--- config.mk ---
export PLATFORM = sky130hd
export DESIGN_NAME = idle_ctrl
export DESIGN_NICKNAME = d
export VERILOG_FILES = /design/src/rtl/idle_ctrl_pkg.sv /design/src/rtl/idle_req_sync.sv /design/src/rtl/idle_wake_arb.sv /design/src/rtl/idle_seq.sv /design/src/rtl/idle_ctrl.sv
export SDC_FILE = /design/constraint.sdc
export NUM_CORES = 1
export LEC_CHECK = 0
export ABC_CLOCK_PERIOD_IN_PS = 2420
export BUFFER_PORTS_ARGS = -buffer_cell sky130_fd_sc_hd__clkbuf_2
export CAP_MARGIN = 20
export CORE_MARGIN = 4
export CORE_UTILIZATION = 30
export DETAILED_ROUTE_END_ITERATION = 10
export PLACE_DENSITY = 0.63
export SLEW_MARGIN = 20
export SYNTH_ARGS = -nofsm -noshare
export SYNTH_HDL_FRONTEND = slang
export SYNTH_SLANG_ARGS = --single-unit
--- constraint.sdc ---
create_clock -name clk -period 2.42 [get_ports clk]
set_input_delay 0.242 -clock clk [delete_from_list [all_inputs] [get_ports clk]]
set_output_delay 0.242 -clock clk [all_outputs]
set_load 0.05 [all_outputs]
--- src/rtl/idle_ctrl_pkg.sv ---
package idle_ctrl_pkg;
  typedef enum logic [1:0] {
    ST_RUN    = 2'd0,
    ST_ARMED  = 2'd1,
    ST_FROZEN = 2'd2
  } idle_state_e;

  localparam int SRC_W    = 4;
  localparam int SRC_DIN  = 0;
  localparam int SRC_DOUT = 1;
  localparam int SRC_CTR  = 2;
  localparam int SRC_EXT  = 3;

  localparam int ACK_W    = 3;
  localparam int ACK_DIN  = 0;
  localparam int ACK_DOUT = 1;
  localparam int ACK_IRQ  = 2;
endpackage

--- src/rtl/idle_req_sync.sv ---
module idle_req_sync #(
  parameter int W      = 4,
  parameter int STAGES = 1
) (
  input  logic         clk,
  input  logic         rst,
  input  logic [W-1:0] d_i,
  output logic [W-1:0] q_o
);
  logic [W-1:0] pipe [STAGES];

  for (genvar g = 0; g < STAGES; g++) begin : g_stage
    if (g == 0) begin : g_first
      always_ff @(posedge clk) begin
        if (rst) pipe[g] <= '0;
        else     pipe[g] <= d_i;
      end
    end else begin : g_next
      always_ff @(posedge clk) begin
        if (rst) pipe[g] <= '0;
        else     pipe[g] <= pipe[g-1];
      end
    end
  end

  assign q_o = pipe[STAGES-1];
endmodule

--- src/rtl/idle_wake_arb.sv ---
module idle_wake_arb
  import idle_ctrl_pkg::*;
(
  input  logic [SRC_W-1:0] req_i,
  input  logic             mie_i,
  input  logic             cie_i,
  input  logic             xie_i,
  output logic [ACK_W-1:0] grant_o,
  output logic             wake_o
);
  logic irq_ok;

  always_comb begin
    irq_ok  = mie_i & ((cie_i & req_i[SRC_CTR]) | (xie_i & req_i[SRC_EXT]));
    grant_o = '0;
    if (req_i[SRC_DIN])       grant_o[ACK_DIN]  = 1'b1;
    else if (req_i[SRC_DOUT]) grant_o[ACK_DOUT] = 1'b1;
    else if (irq_ok)          grant_o[ACK_IRQ]  = 1'b1;
    wake_o = |grant_o;
  end


  always_comb begin
    grant_onehot_chk: assert ($onehot0(grant_o));
  end
endmodule

--- src/rtl/idle_seq.sv ---
module idle_seq
  import idle_ctrl_pkg::*;
(
  input  logic             clk,
  input  logic             rst,
  input  logic             idle_dec_i,
  input  logic             tpb_i,
  input  logic [ACK_W-1:0] grant_i,
  input  logic             wake_i,
  output logic             freeze_o,
  output logic             strobe_hold_o,
  output logic             data_oe_o,
  output logic [ACK_W-1:0] ack_o,
  output logic             resume_o
);
  idle_state_e state_q, state_d;
  logic        tpb_q;
  logic        tpb_rise;
  logic        in_idle;
  logic [ACK_W-1:0] ack_q, ack_d;
  logic        resume_q, resume_d;

  assign tpb_rise = tpb_i & ~tpb_q;
  assign in_idle  = (state_q != ST_RUN);

  always_comb begin
    state_d  = state_q;
    ack_d    = '0;
    resume_d = 1'b0;
    unique case (state_q)
      ST_RUN: begin
        if (idle_dec_i) state_d = ST_ARMED;
      end
      ST_ARMED, ST_FROZEN: begin
        if (wake_i) begin
          state_d  = ST_RUN;
          ack_d    = grant_i;
          resume_d = 1'b1;
        end else if (state_q == ST_ARMED && tpb_rise) begin
          state_d = ST_FROZEN;
        end
      end
      default: state_d = ST_RUN;
    endcase
  end

  always_ff @(posedge clk) begin
    if (rst) begin
      state_q  <= ST_RUN;
      tpb_q    <= 1'b0;
      ack_q    <= '0;
      resume_q <= 1'b0;
    end else begin
      state_q  <= state_d;
      tpb_q    <= tpb_i;
      ack_q    <= ack_d;
      resume_q <= resume_d;
    end
  end

  assign freeze_o      = (state_q == ST_FROZEN);
  assign strobe_hold_o = in_idle;
  assign data_oe_o     = ~in_idle;
  assign ack_o         = ack_q;
  assign resume_o      = resume_q;


  ack_from_idle_chk: assert property (@(posedge clk) disable iff (rst)
    (|ack_o) |-> $past(in_idle));


  freeze_on_tpb_chk: assert property (@(posedge clk) disable iff (rst)
    $rose(freeze_o) |-> $past(tpb_rise));


  idle_entry_chk: assert property (@(posedge clk) disable iff (rst)
    (!in_idle && idle_dec_i) |=> (strobe_hold_o && !freeze_o));


  reset_exit_chk: assert property (@(posedge clk)
    rst |=> (!in_idle && ack_o == '0 && !resume_o));


  ack_single_chk: assert property (@(posedge clk) disable iff (rst)
    (|ack_o) |=> (ack_o == '0 && !resume_o));
endmodule

--- src/rtl/idle_ctrl.sv ---
module idle_ctrl
  import idle_ctrl_pkg::*;
#(
  parameter int SYNC_STAGES = 1
) (
  input  logic clk,
  input  logic rst,
  input  logic idle_dec_i,
  input  logic tpb_i,
  input  logic dma_in_req_i,
  input  logic dma_out_req_i,
  input  logic ctr_irq_i,
  input  logic ext_irq_i,
  input  logic mie_i,
  input  logic cie_i,
  input  logic xie_i,
  output logic freeze_o,
  output logic strobe_hold_o,
  output logic data_oe_o,
  output logic ack_dma_in_o,
  output logic ack_dma_out_o,
  output logic ack_irq_o,
  output logic resume_o
);
  logic [SRC_W-1:0] req_raw, req_sync;
  logic [ACK_W-1:0] grant, ack;
  logic             wake;

  always_comb begin
    req_raw           = '0;
    req_raw[SRC_DIN]  = dma_in_req_i;
    req_raw[SRC_DOUT] = dma_out_req_i;
    req_raw[SRC_CTR]  = ctr_irq_i;
    req_raw[SRC_EXT]  = ext_irq_i;
  end

  idle_req_sync #(.W(SRC_W), .STAGES(SYNC_STAGES)) u_sync (
    .clk (clk),
    .rst (rst),
    .d_i (req_raw),
    .q_o (req_sync)
  );

  idle_wake_arb u_arb (
    .req_i   (req_sync),
    .mie_i   (mie_i),
    .cie_i   (cie_i),
    .xie_i   (xie_i),
    .grant_o (grant),
    .wake_o  (wake)
  );

  idle_seq u_seq (
    .clk           (clk),
    .rst           (rst),
    .idle_dec_i    (idle_dec_i),
    .tpb_i         (tpb_i),
    .grant_i       (grant),
    .wake_i        (wake),
    .freeze_o      (freeze_o),
    .strobe_hold_o (strobe_hold_o),
    .data_oe_o     (data_oe_o),
    .ack_o         (ack),
    .resume_o      (resume_o)
  );

  assign ack_dma_in_o  = ack[ACK_DIN];
  assign ack_dma_out_o = ack[ACK_DOUT];
  assign ack_irq_o     = ack[ACK_IRQ];


  dma_first_chk: assert property (@(posedge clk) disable iff (rst)
    ack_irq_o |-> !$past(req_sync[SRC_DIN] | req_sync[SRC_DOUT]));
endmodule

==> run_results.csv, run 1 <==
group,metric,value,unit
run_status,status,"finished clean",
clocking,clockRootBuffer,"clkbuf_4",
worst_setup_path,critPathKind,"reg2out",
sta,fin_crit_sh,63.7,%
yosys,synth.area.top_cells,"dfxtp_1 (51%), ha_1 (12%), nor2b_1 (8.8%)",
clocking,cts_hold_buffers,0,
sta,worst_slew_pin_slew,278,ps
final_layout,finalNonFillerCells,77,
die,dieArea,2090,sq um
clocking,clk_transition_reported_paths,60,ps
die,num_rows,13,
clocking,clkSinkCount,11,
sta,maxSlewViolCount,0,
pwr,p_per_area,751,nW/um^2
global_routing,antenna_found_initial,0,
drt,vias,335,
yosys,synth_top_area_share,51.5,%
drt,postRouteAntennaNets,0,
sta,setup_violations,0,
sta,rsz0062_at_grt,"no",
drt,met2WireLength,334,microns
yosys,synth_area_per_cell,10.4,sq um
drt,drt-total-wl,741,microns
clocking,clockBufferDepth,2,
drt,wl_met3,83,microns
yosys,ys_types,17,
worst_setup_path,start_kind,"register",
pwr,p_clk_share,29.1,%
yosys,ys_warn_count,0,
worst_setup_path,critPathRequiredTime,2180,ps
pwr,vdd_drop_max,0.393,mV
final_layout,areaGrowthSynthToFinish,30.4,%
place,portBuffers,17,
yosys,synth-seq-area-share,51.5,%
global_routing,grt_max_degree,9,
die,core,1320,sq um
drt,wl_met1,314,microns
worst_setup_path,arrival,1300,ps
flow_run,drv_cap,0,
final_layout,nFillCells,136,
drt,dr.first_iter.drc_count,1,
sta,clock_skew,1.45,ps
global_routing,overflow,0,
pwr,p_int,0.288,mW
final_layout,final_layout_size_suffix_gt1_share,33.9,%
drt,top_layer_used,"met4",
pwr,p_sw_share,31.4,%
pwr,seq_power_share,47.0,%
sta,tns,0,ps
global_routing,grt_pass1_wl,1150,microns
final_layout,layout_commonest_cell,"clkbuf_2",
sta,fin_crit,1540,ps
min_path,worstHoldPathType,"in2reg",
die,ioPinCount,18,
yosys,synthCells,41,
sta,final-hold-violation-count,0,
final_layout,final_cell_mix,"clkbuf_2 (17), dfxtp_1 (11), nor2b_1 (6)",
place,preCtsSetupSlack,910,ps
clocking,cts_buffers,3,
die,start_util,32.5,%
die,die_y,45.8,microns
worst_setup_path,cp-end-kind,"primary output",
global_routing,grt_use_total,8.23,%
sta,max_freq,648,MHz
drt,routed_via_density,4.35,
global_routing,grt_pass1_vias,283,
sta,setup_ws,878,ps
place,dp_hpwl,606,microns
clocking,post_cts_resize_count,0,
drt,route.detailed.drc,0,
yosys,syn-cell-area,428,sq um
pwr,p_leak,0.268,nW
pwr,pwr-share-comb,23.8,%
clocking,h-tree-depth,1,
final_layout,nNetsFinal,78,
clocking,cts_setup_buffers,0,
yosys,yosysTopAreaCell,"dfxtp_1",
clocking,insertion_delay,260,ps
place,placed_cells,73,
final_layout,diodes,0,
die,fp.dieW,45.8,microns
yosys,synth-seq-cells,11,
clocking,cts_tree,"built",
place,place.gp.congestion,0.704,
drt,wl_per_cell,9.62,microns
drt,drt_first_pass_iters,3,
worst_setup_path,cp_max_fo,3,
sta,relSlewSlack,81.5,%
yosys,synth_fp_nets,56,
pwr,p_switching,0.131,mW
through the flow:
stage	power, mW	hold WS [ps]	area [sq um]	utilization (%)
after floorplan	0.278	307	428	-
after global routing	0.444	186	558	42.4
final	0.419	182	558	42.4
after detailed placement	0.302	444	532	40.4
after global placement	0.302	440	532	40.4
after CTS	0.427	173	558	42.4
final cells by class:
class | instances | area [sq um] | share of cell area (%)
Sequential cell | 11 | 220 | 39.5
Multi-Input combinational cell | 26 | 193 | 34.5
Timing Repair Buffer | 17 | 85.1 | 15.2
Clock buffer | 4 | 26.3 | 4.71
Tap cell | 15 | 18.8 | 3.36
Inverter | 4 | 15.0 | 2.69
critical path: stages, from the launching register on:
cell      delay, ps
dfxtp_1         360
inv_1            90
ha_1            210
inv_1            90
clkbuf_2        280
flip-flops by register name, summed over array words and instances (netlist names):
| name | cells |
|---|---|
| u_sync.pipe | 4 |
| u_seq.ack_o | 3 |
| u_seq.state_q | 2 |
| u_seq.resume_o | 1 |
| u_seq.tpb_q | 1 |
layer usage:
| layer | vias to the layer above | GRT usage [%] |
|---|---|---|
| met5 | - | 0 |
| met4 | 0 | 3.41 |
| met3 | 2 | 6.32 |
| met2 | 13 | 12.8 |
| met1 | 142 | 8.17 |
| li1 | 178 | - |
cells in the mapped netlist:
cell type	n
mux2_1	1
a211o_1	1
o21ai_1	2
nor2b_1	6
nor4_1	1
ha_1	4
a22o_1	1
nor3_1	1
o21a_1	1
nand2b_1	1
inv_1	4
o22ai_1	1
nand2_1	2
nor2_1	2
a211oi_2	1
dfxtp_1	11
nor3b_1	1
cells by family (layout without fill, tap and decap cells):
family	count (synthesis)	count (layout)	synth area share [%]
buffers and inverters	4	25	3.51
DFF	11	11	51.5
and+or+nand+nor	14	14	18.1
muxes	1	1	2.63
AOI/OAI and AO/OA	7	7	12.6
adders and majority gates	4	4	11.7
power by group through the flow:
stage	Combinational (mW)	Clock, mW	Sequential, mW
2_1_floorplan	0.0681	0	0.209
3_3_place_gp	0.101	0	0.201
5_1_grt	0.110	0.136	0.198
6_report	0.0999	0.122	0.197
4_1_cts	0.101	0.129	0.197
3_5_place_dp	0.101	0	0.201
path summary, 6_finish.rpt:
kind | start | endpoint | slack (ps) | cells past startpoint
hold reg to reg | u_sync.pipe[0][1] | u_seq.ack_o[2] | 450 | 1
setup reg to reg | u_sync.pipe[0][3] | u_seq.state_q[1] | 970 | 4
hold / removal | ctr_irq_i | u_sync.pipe[0][2] | 180 | 2
setup / recovery | u_seq.state_q[0] | strobe_hold_o | 880 | 4
(Power assumes the default switching activity.)
==> run 2, diff against run 1 <==
--- a/config.mk
+++ b/config.mk
@@ -5,7 +5,8 @@
 export SDC_FILE = /design/constraint.sdc
 export NUM_CORES = 1
 export LEC_CHECK = 0
-export ABC_CLOCK_PERIOD_IN_PS = 2420
+export ABC_AREA = 1
+export ABC_CLOCK_PERIOD_IN_PS = 1600
 export BUFFER_PORTS_ARGS = -buffer_cell sky130_fd_sc_hd__clkbuf_2
 export CAP_MARGIN = 20
 export CORE_MARGIN = 4
==> constraint.sdc (replaced) <==
create_clock -name clk -period 1.6 [get_ports clk]
set_input_delay 0.16 -clock clk [delete_from_list [all_inputs] [get_ports clk]]
set_output_delay 0.16 -clock clk [all_outputs]
set_load 0.05 [all_outputs]
==> run_results.csv, run 2 <==
group,metric,value,unit
worst_setup_path,critPathRequiredTime,1440,ps
die,ioPinCount,18,
drt,dr.first_iter.drc_count,7,
sta,setup_violations,0,
clocking,h-tree-depth,1,
min_path,worstHoldPathType,"in2reg",
final_layout,regMostFlops,"u_sync.pipe",
yosys,ys_warn_count,0,
yosys,syn-cell-area,463,sq um
sta,relSlewSlack,81.5,%
yosys,synthFlopType,"dfxtp_1",
drt,routed_via_density,4.03,
clocking,clkSinkCount,11,
clocking,cts_buffers,3,
sta,tns,0,ps
place,preCtsSetupSlack,340,ps
final_layout,final_cell_mix,"clkbuf_2 (17), dfxtp_1 (11), nor2_1 (9)",
run_status,status,"finished clean",
drt,drt_first_pass_iters,2,
clocking,insertion_delay,260,ps
pwr,p_sw_share,43.6,%
final_layout,areaGrowthSynthToFinish,28.6,%
worst_setup_path,max_stage_delay,390,ps
die,num_rows,13,
global_routing,grt_pass1_wl,1350,microns
global_routing,antenna_found_initial,0,
sta,whs,81.2,ps
sta,rsz0062_at_grt,"no",
pwr,vdd_drop_max,0.508,mV
final_layout,final_layout_size_suffix_gt1_share,39.0,%
yosys,synth_top_area_share,47.6,%
clocking,cts_setup_buffers,0,
drt,wl_per_cell,8.22,microns
place,placed_cells,88,
yosys,synth_edf_count,0,
worst_setup_path,crit_cells,4,
drt,vias,371,
clocking,cts_hold_buffers,0,
sta,worst_slew_pin_slew,278,ps
yosys,synth.most_common_cell,"dfxtp_1",
drt,route.detailed.drc,0,
yosys,synth_commonest_cells,"dfxtp_1 (11), nor2_1 (9), inv_1 (8)",
pwr,p_clk_share,19.3,%
worst_setup_path,cp_cell_sequence,"inv_1 > ha_2 > inv_2 > clkbuf_2",
worst_setup_path,start_kind,"register",
yosys,synth-seq-cells,11,
worst_setup_path,cp_max_fo,4,
worst_setup_path,arrival,1250,ps
worst_setup_path,cp-end-kind,"primary output",
pwr,p_int,0.525,mW
die,core,1380,sq um
place,portBuffers,17,
clocking,clk_transition_reported_paths,70,ps
yosys,synth-seq-area-share,47.6,%
yosys,synth_area_per_cell,8.27,sq um
worst_setup_path,cp_slowest_cell,"dfxtp_1",
sta,final-hold-violation-count,0,
global_routing,overflow,0,
pwr,p_leak,0.315,nW
flow_run,drv_cap,0,
yosys,ys_types,14,
worst_setup_path,crit_buf_inv,3,
final_layout,layout.core_utilization,43.1,%
final_layout,finalNonFillerCells,92,
drt,drt-total-wl,756,microns
sta,clock_skew,3.61,ps
sta,fin_crit_sh,88.4,%
sta,max_freq,707,MHz
global_routing,grt_max_degree,7,
min_path,whs_path_depth,3,
clocking,post_cts_resize_count,0,
final_layout,nNetsFinal,93,
final_layout,largest_register_ffs,4,
yosys,ys_async_sr_fraction,0,%
sta,fin_crit,1410,ps
final_layout,nFillCells,144,
global_routing,grt_pass1_vias,349,
final_layout,layout_commonest_cell,"clkbuf_2",
global_routing,grt_use_total,9.03,%
worst_setup_path,critPathKind,"reg2out",
pwr,pwr-share-comb,44.7,%
worst_setup_path,r2r_cells,6,
clocking,cts_tree,"built",
pwr,p_per_area,1560,nW/um^2
place,dp_hpwl,627,microns
pwr,seq_power_share,36.0,%
clocking,clockRootBuffer,"clkbuf_4",
die,dieArea,2240,sq um
worst_setup_path,path_delay_family,"buffers and inverters",
final_layout,diodes,0,
sta,setup_ws,186,ps
yosys,synth_fp_nets,71,
sta,maxSlewViolCount,0,
die,start_util,33.5,%
pwr,p_switching,0.406,mW
yosys,synth.area.top_cells,"dfxtp_1 (48%), ha_1 (11%), nor2_1 (7.3%)",
place,place.gp.congestion,0.664,
die,die_y,47.3,microns
yosys,synthCells,56,
yosys,yosysTopAreaCell,"dfxtp_1",
drt,postRouteAntennaNets,0,
die,fp.dieW,47.3,microns
clocking,clockBufferDepth,2,
[run 2: cell count changes in the layout (fill, tap and decap cells not counted), sizes merged, moves of 2 or more]
cell   previous run  this run
inv               4        12
nand2             2         9
nor2              2         9
nor2b             6         0
nand3             0         4
a21oi             0         3
nor3              1         3
o21ai             2         0
[run 2: cell families after synthesis]
logic type | count (synthesis) | share of synthesized area (%)
buffers and inverters | 12 | 10.3
AOI/OAI and AO/OA | 3 | 5.68
adders and majority gates | 4 | 10.8
DFF | 11 | 47.6
and+or+nand+nor | 26 | 25.7
[run 2: per-stage QoR]
| step | power, mW | area, sq um |
|---|---|---|
| floorplan | 0.685 | 465 |
| global placement | 0.758 | 569 |
| detailed placement | 0.762 | 569 |
| CTS | 0.949 | 596 |
| global route | 1.01 | 596 |
| finish | 0.931 | 596 |
[run 2: layout make-up]
cell class	count	area, sq um	area share [%]
Clock buffer	4	26.3	4.41
Inverter	12	47.5	7.98
Multi-Input combinational cell	33	198	33.2
Sequential cell	11	220	37.0
Tap cell	15	18.8	3.15
Timing Repair Buffer	17	85.1	14.3
[run 2: tightest hold or removal path, delay by kind of cell]
kind	cells	cell delay (ps)
buffers and inverters	2	120
AND/OR/NAND/NOR	1	30
[run 2: routing by layer]
metal  share of wire, %  track usage [%]  vias to the layer above
li1                   -                -                      212
met1                 44             11.1                      149
met3                3.4             2.30                        2
met5                  0                0                        -
met4                3.0             9.94                        0
met2                 49             11.8                        8
[run 2: final timing paths]
kind | startpoint | to | slack (ps)
setup / recovery | u_seq.state_q[0] | strobe_hold_o | 190
hold / removal | dma_in_req_i | u_sync.pipe[0][0] | 80
setup reg to reg | u_seq.state_q[0] | u_seq.state_q[1] | 340
hold reg to reg | u_sync.pipe[0][1] | u_seq.ack_o[1] | 470
[run 2: power by group through the flow]
stage	combinational [mW]	clock (mW)	sequential (mW)
final	0.416	0.180	0.335
after global routing	0.458	0.210	0.340
after CTS	0.423	0.191	0.335
after detailed placement	0.421	0	0.341
after global placement	0.419	0	0.340
after floorplan	0.304	0	0.382
==> run 3, diff against run 2 <==
--- a/config.mk
+++ b/config.mk
@@ -9,7 +9,7 @@
 export ABC_CLOCK_PERIOD_IN_PS = 1600
 export BUFFER_PORTS_ARGS = -buffer_cell sky130_fd_sc_hd__clkbuf_2
 export CAP_MARGIN = 20
-export CORE_MARGIN = 4
+export CORE_MARGIN = 2
 export CORE_UTILIZATION = 30
 export DETAILED_ROUTE_END_ITERATION = 10
 export PLACE_DENSITY = 0.63
==> run_results.csv, run 3 (synthesis results as in run 2) <==
group,metric,value,unit
run_status,status,"finished clean",
sta,maxSlewViolCount,0,
pwr,p_leak,0.315,nW
clocking,clk_transition_reported_paths,70,ps
pwr,p_sw_share,44.1,%
global_routing,antenna_found_initial,0,
die,start_util,31.5,%
clocking,cts_tree,"built",
final_layout,fin_area,597,sq um
global_routing,grt_pass1_vias,347,
clocking,h-tree-depth,1,
final_layout,final_cell_mix,"clkbuf_2 (17), dfxtp_1 (11), nor2_1 (9)",
die,ioPinCount,18,
pwr,p_int,0.527,mW
die,dieArea,1870,sq um
drt,vias,385,
clocking,cts_buffers,3,
min_path,worstHoldPathType,"in2reg",
drt,wl_per_cell,8.10,microns
final_layout,layout.core_utilization,40.6,%
global_routing,overflow,0,
sta,tns,0,ps
flow_run,drv_cap,0,
pwr,p_clk_share,19.8,%
pwr,seq_power_share,35.7,%
worst_setup_path,cp_max_fo,4,
clocking,cts_setup_buffers,0,
worst_setup_path,cp-end-kind,"primary output",
clocking,clockBufferDepth,2,
final_layout,largest_register_ffs,4,
drt,dr.first_iter.drc_count,2,
pwr,vdd_drop_max,0.449,mV
place,place_area,571,sq um
sta,worst_slew_pin_slew,284,ps
pwr,p_switching,0.415,mW
sta,setup_violations,0,
drt,routed_via_density,4.14,
drt,drt_first_pass_iters,2,
clocking,post_cts_resize_count,0,
pwr,p_per_area,1580,nW/um^2
final_layout,diodes,0,
worst_setup_path,start_kind,"register",
worst_setup_path,arrival,1280,ps
final_layout,areaGrowthSynthToFinish,28.9,%
worst_setup_path,critPathRequiredTime,1440,ps
drt,drt-total-wl,753,microns
global_routing,grt_max_degree,7,
sta,final-hold-violation-count,0,
die,core,1470,sq um
final_layout,regMostFlops,"u_sync.pipe",
drt,postRouteAntennaNets,0,
pwr,pwr-share-comb,44.5,%
die,fp.dieW,43.3,microns
global_routing,grt_pass1_wl,1300,microns
worst_setup_path,critPathKind,"reg2out",
final_layout,layout_commonest_cell,"clkbuf_2",
drt,route.detailed.drc,0,
clocking,clkSinkCount,11,
place,place.gp.congestion,0.731,
sta,relSlewSlack,81.1,%
sta,fin_crit,1440,ps
clocking,insertion_delay,270,ps
place,dp_hpwl,614,microns
clocking,cts_hold_buffers,0,
sta,fin_crit_sh,89.9,%
place,portBuffers,17,
clocking,clockRootBuffer,"clkbuf_4",
sta,clock_skew,8.26,ps
sta,max_freq,696,MHz
global_routing,grt_use_total,10.3,%
die,die_y,43.3,microns
final_layout,nNetsFinal,93,
sta,rsz0062_at_grt,"no",
final_layout,final_layout_size_suffix_gt1_share,39.0,%
die,num_rows,14,
==> run 3: worst paths after layout <==
| kind | endpoint | depth (start not counted) | slack (ps) | from |
|---|---|---|---|---|
| setup / recovery | strobe_hold_o | 4 | 160 | u_seq.state_q[0] |
| hold / removal | u_sync.pipe[0][3] | 3 | 80 | ext_irq_i |
| setup reg to reg | u_seq.state_q[0] | 6 | 330 | u_seq.state_q[0] |
| hold reg to reg | u_seq.ack_o[1] | 2 | 460 | u_sync.pipe[0][1] |
==> run 3: layout make-up <==
type                            count  area, sq um
Clock buffer                        4         26.3
Tap cell                           16         20.0
Fill cell                         162          875
Sequential cell                    11          220
Inverter                           12         47.5
Timing Repair Buffer               17         85.1
Multi-Input combinational cell     33          198
==> run 3: per-stage QoR <==
| stage | power [mW] | worst slack, ps | hold WS [ps] | cells |
|---|---|---|---|---|
| after floorplan | 0.685 | 32.9 | 231 | 56 |
| after global placement | 0.757 | 358 | 355 | 89 |
| after detailed placement | 0.764 | 346 | 355 | 89 |
| after CTS | 0.953 | 158 | 70.3 | 93 |
| after global routing | 1.00 | 99.2 | 78.7 | 93 |
| final | 0.942 | 162 | 77.6 | 93 |
==> run 3: routing by layer <==
| metal | up-vias | routed length (microns) | global-route usage (%) |
|---|---|---|---|
| li1 | 210 | - | - |
| met1 | 160 | 294 | 9.16 |
| met2 | 11 | 374 | 15.5 |
| met3 | 4 | 50 | 5.53 |
| met4 | 0 | 33 | 10.9 |
| met5 | - | 0 | 0 |
==> run 3: worst max-delay path, stage by stage, from the launching register on <==
cell	delay (ps)
dfxtp_1	400
inv_1	90
ha_2	200
inv_2	50
clkbuf_2	270
==> run 3: power by group through the flow <==
| stage | Sequential, mW | Clock (mW) | Combinational, mW |
|---|---|---|---|
| 6_report | 0.336 | 0.187 | 0.419 |
| 5_1_grt | 0.340 | 0.205 | 0.458 |
| 4_1_cts | 0.336 | 0.193 | 0.424 |
| 3_5_place_dp | 0.343 | 0 | 0.421 |
| 3_3_place_gp | 0.340 | 0 | 0.418 |
| 2_1_floorplan | 0.382 | 0 | 0.304 |
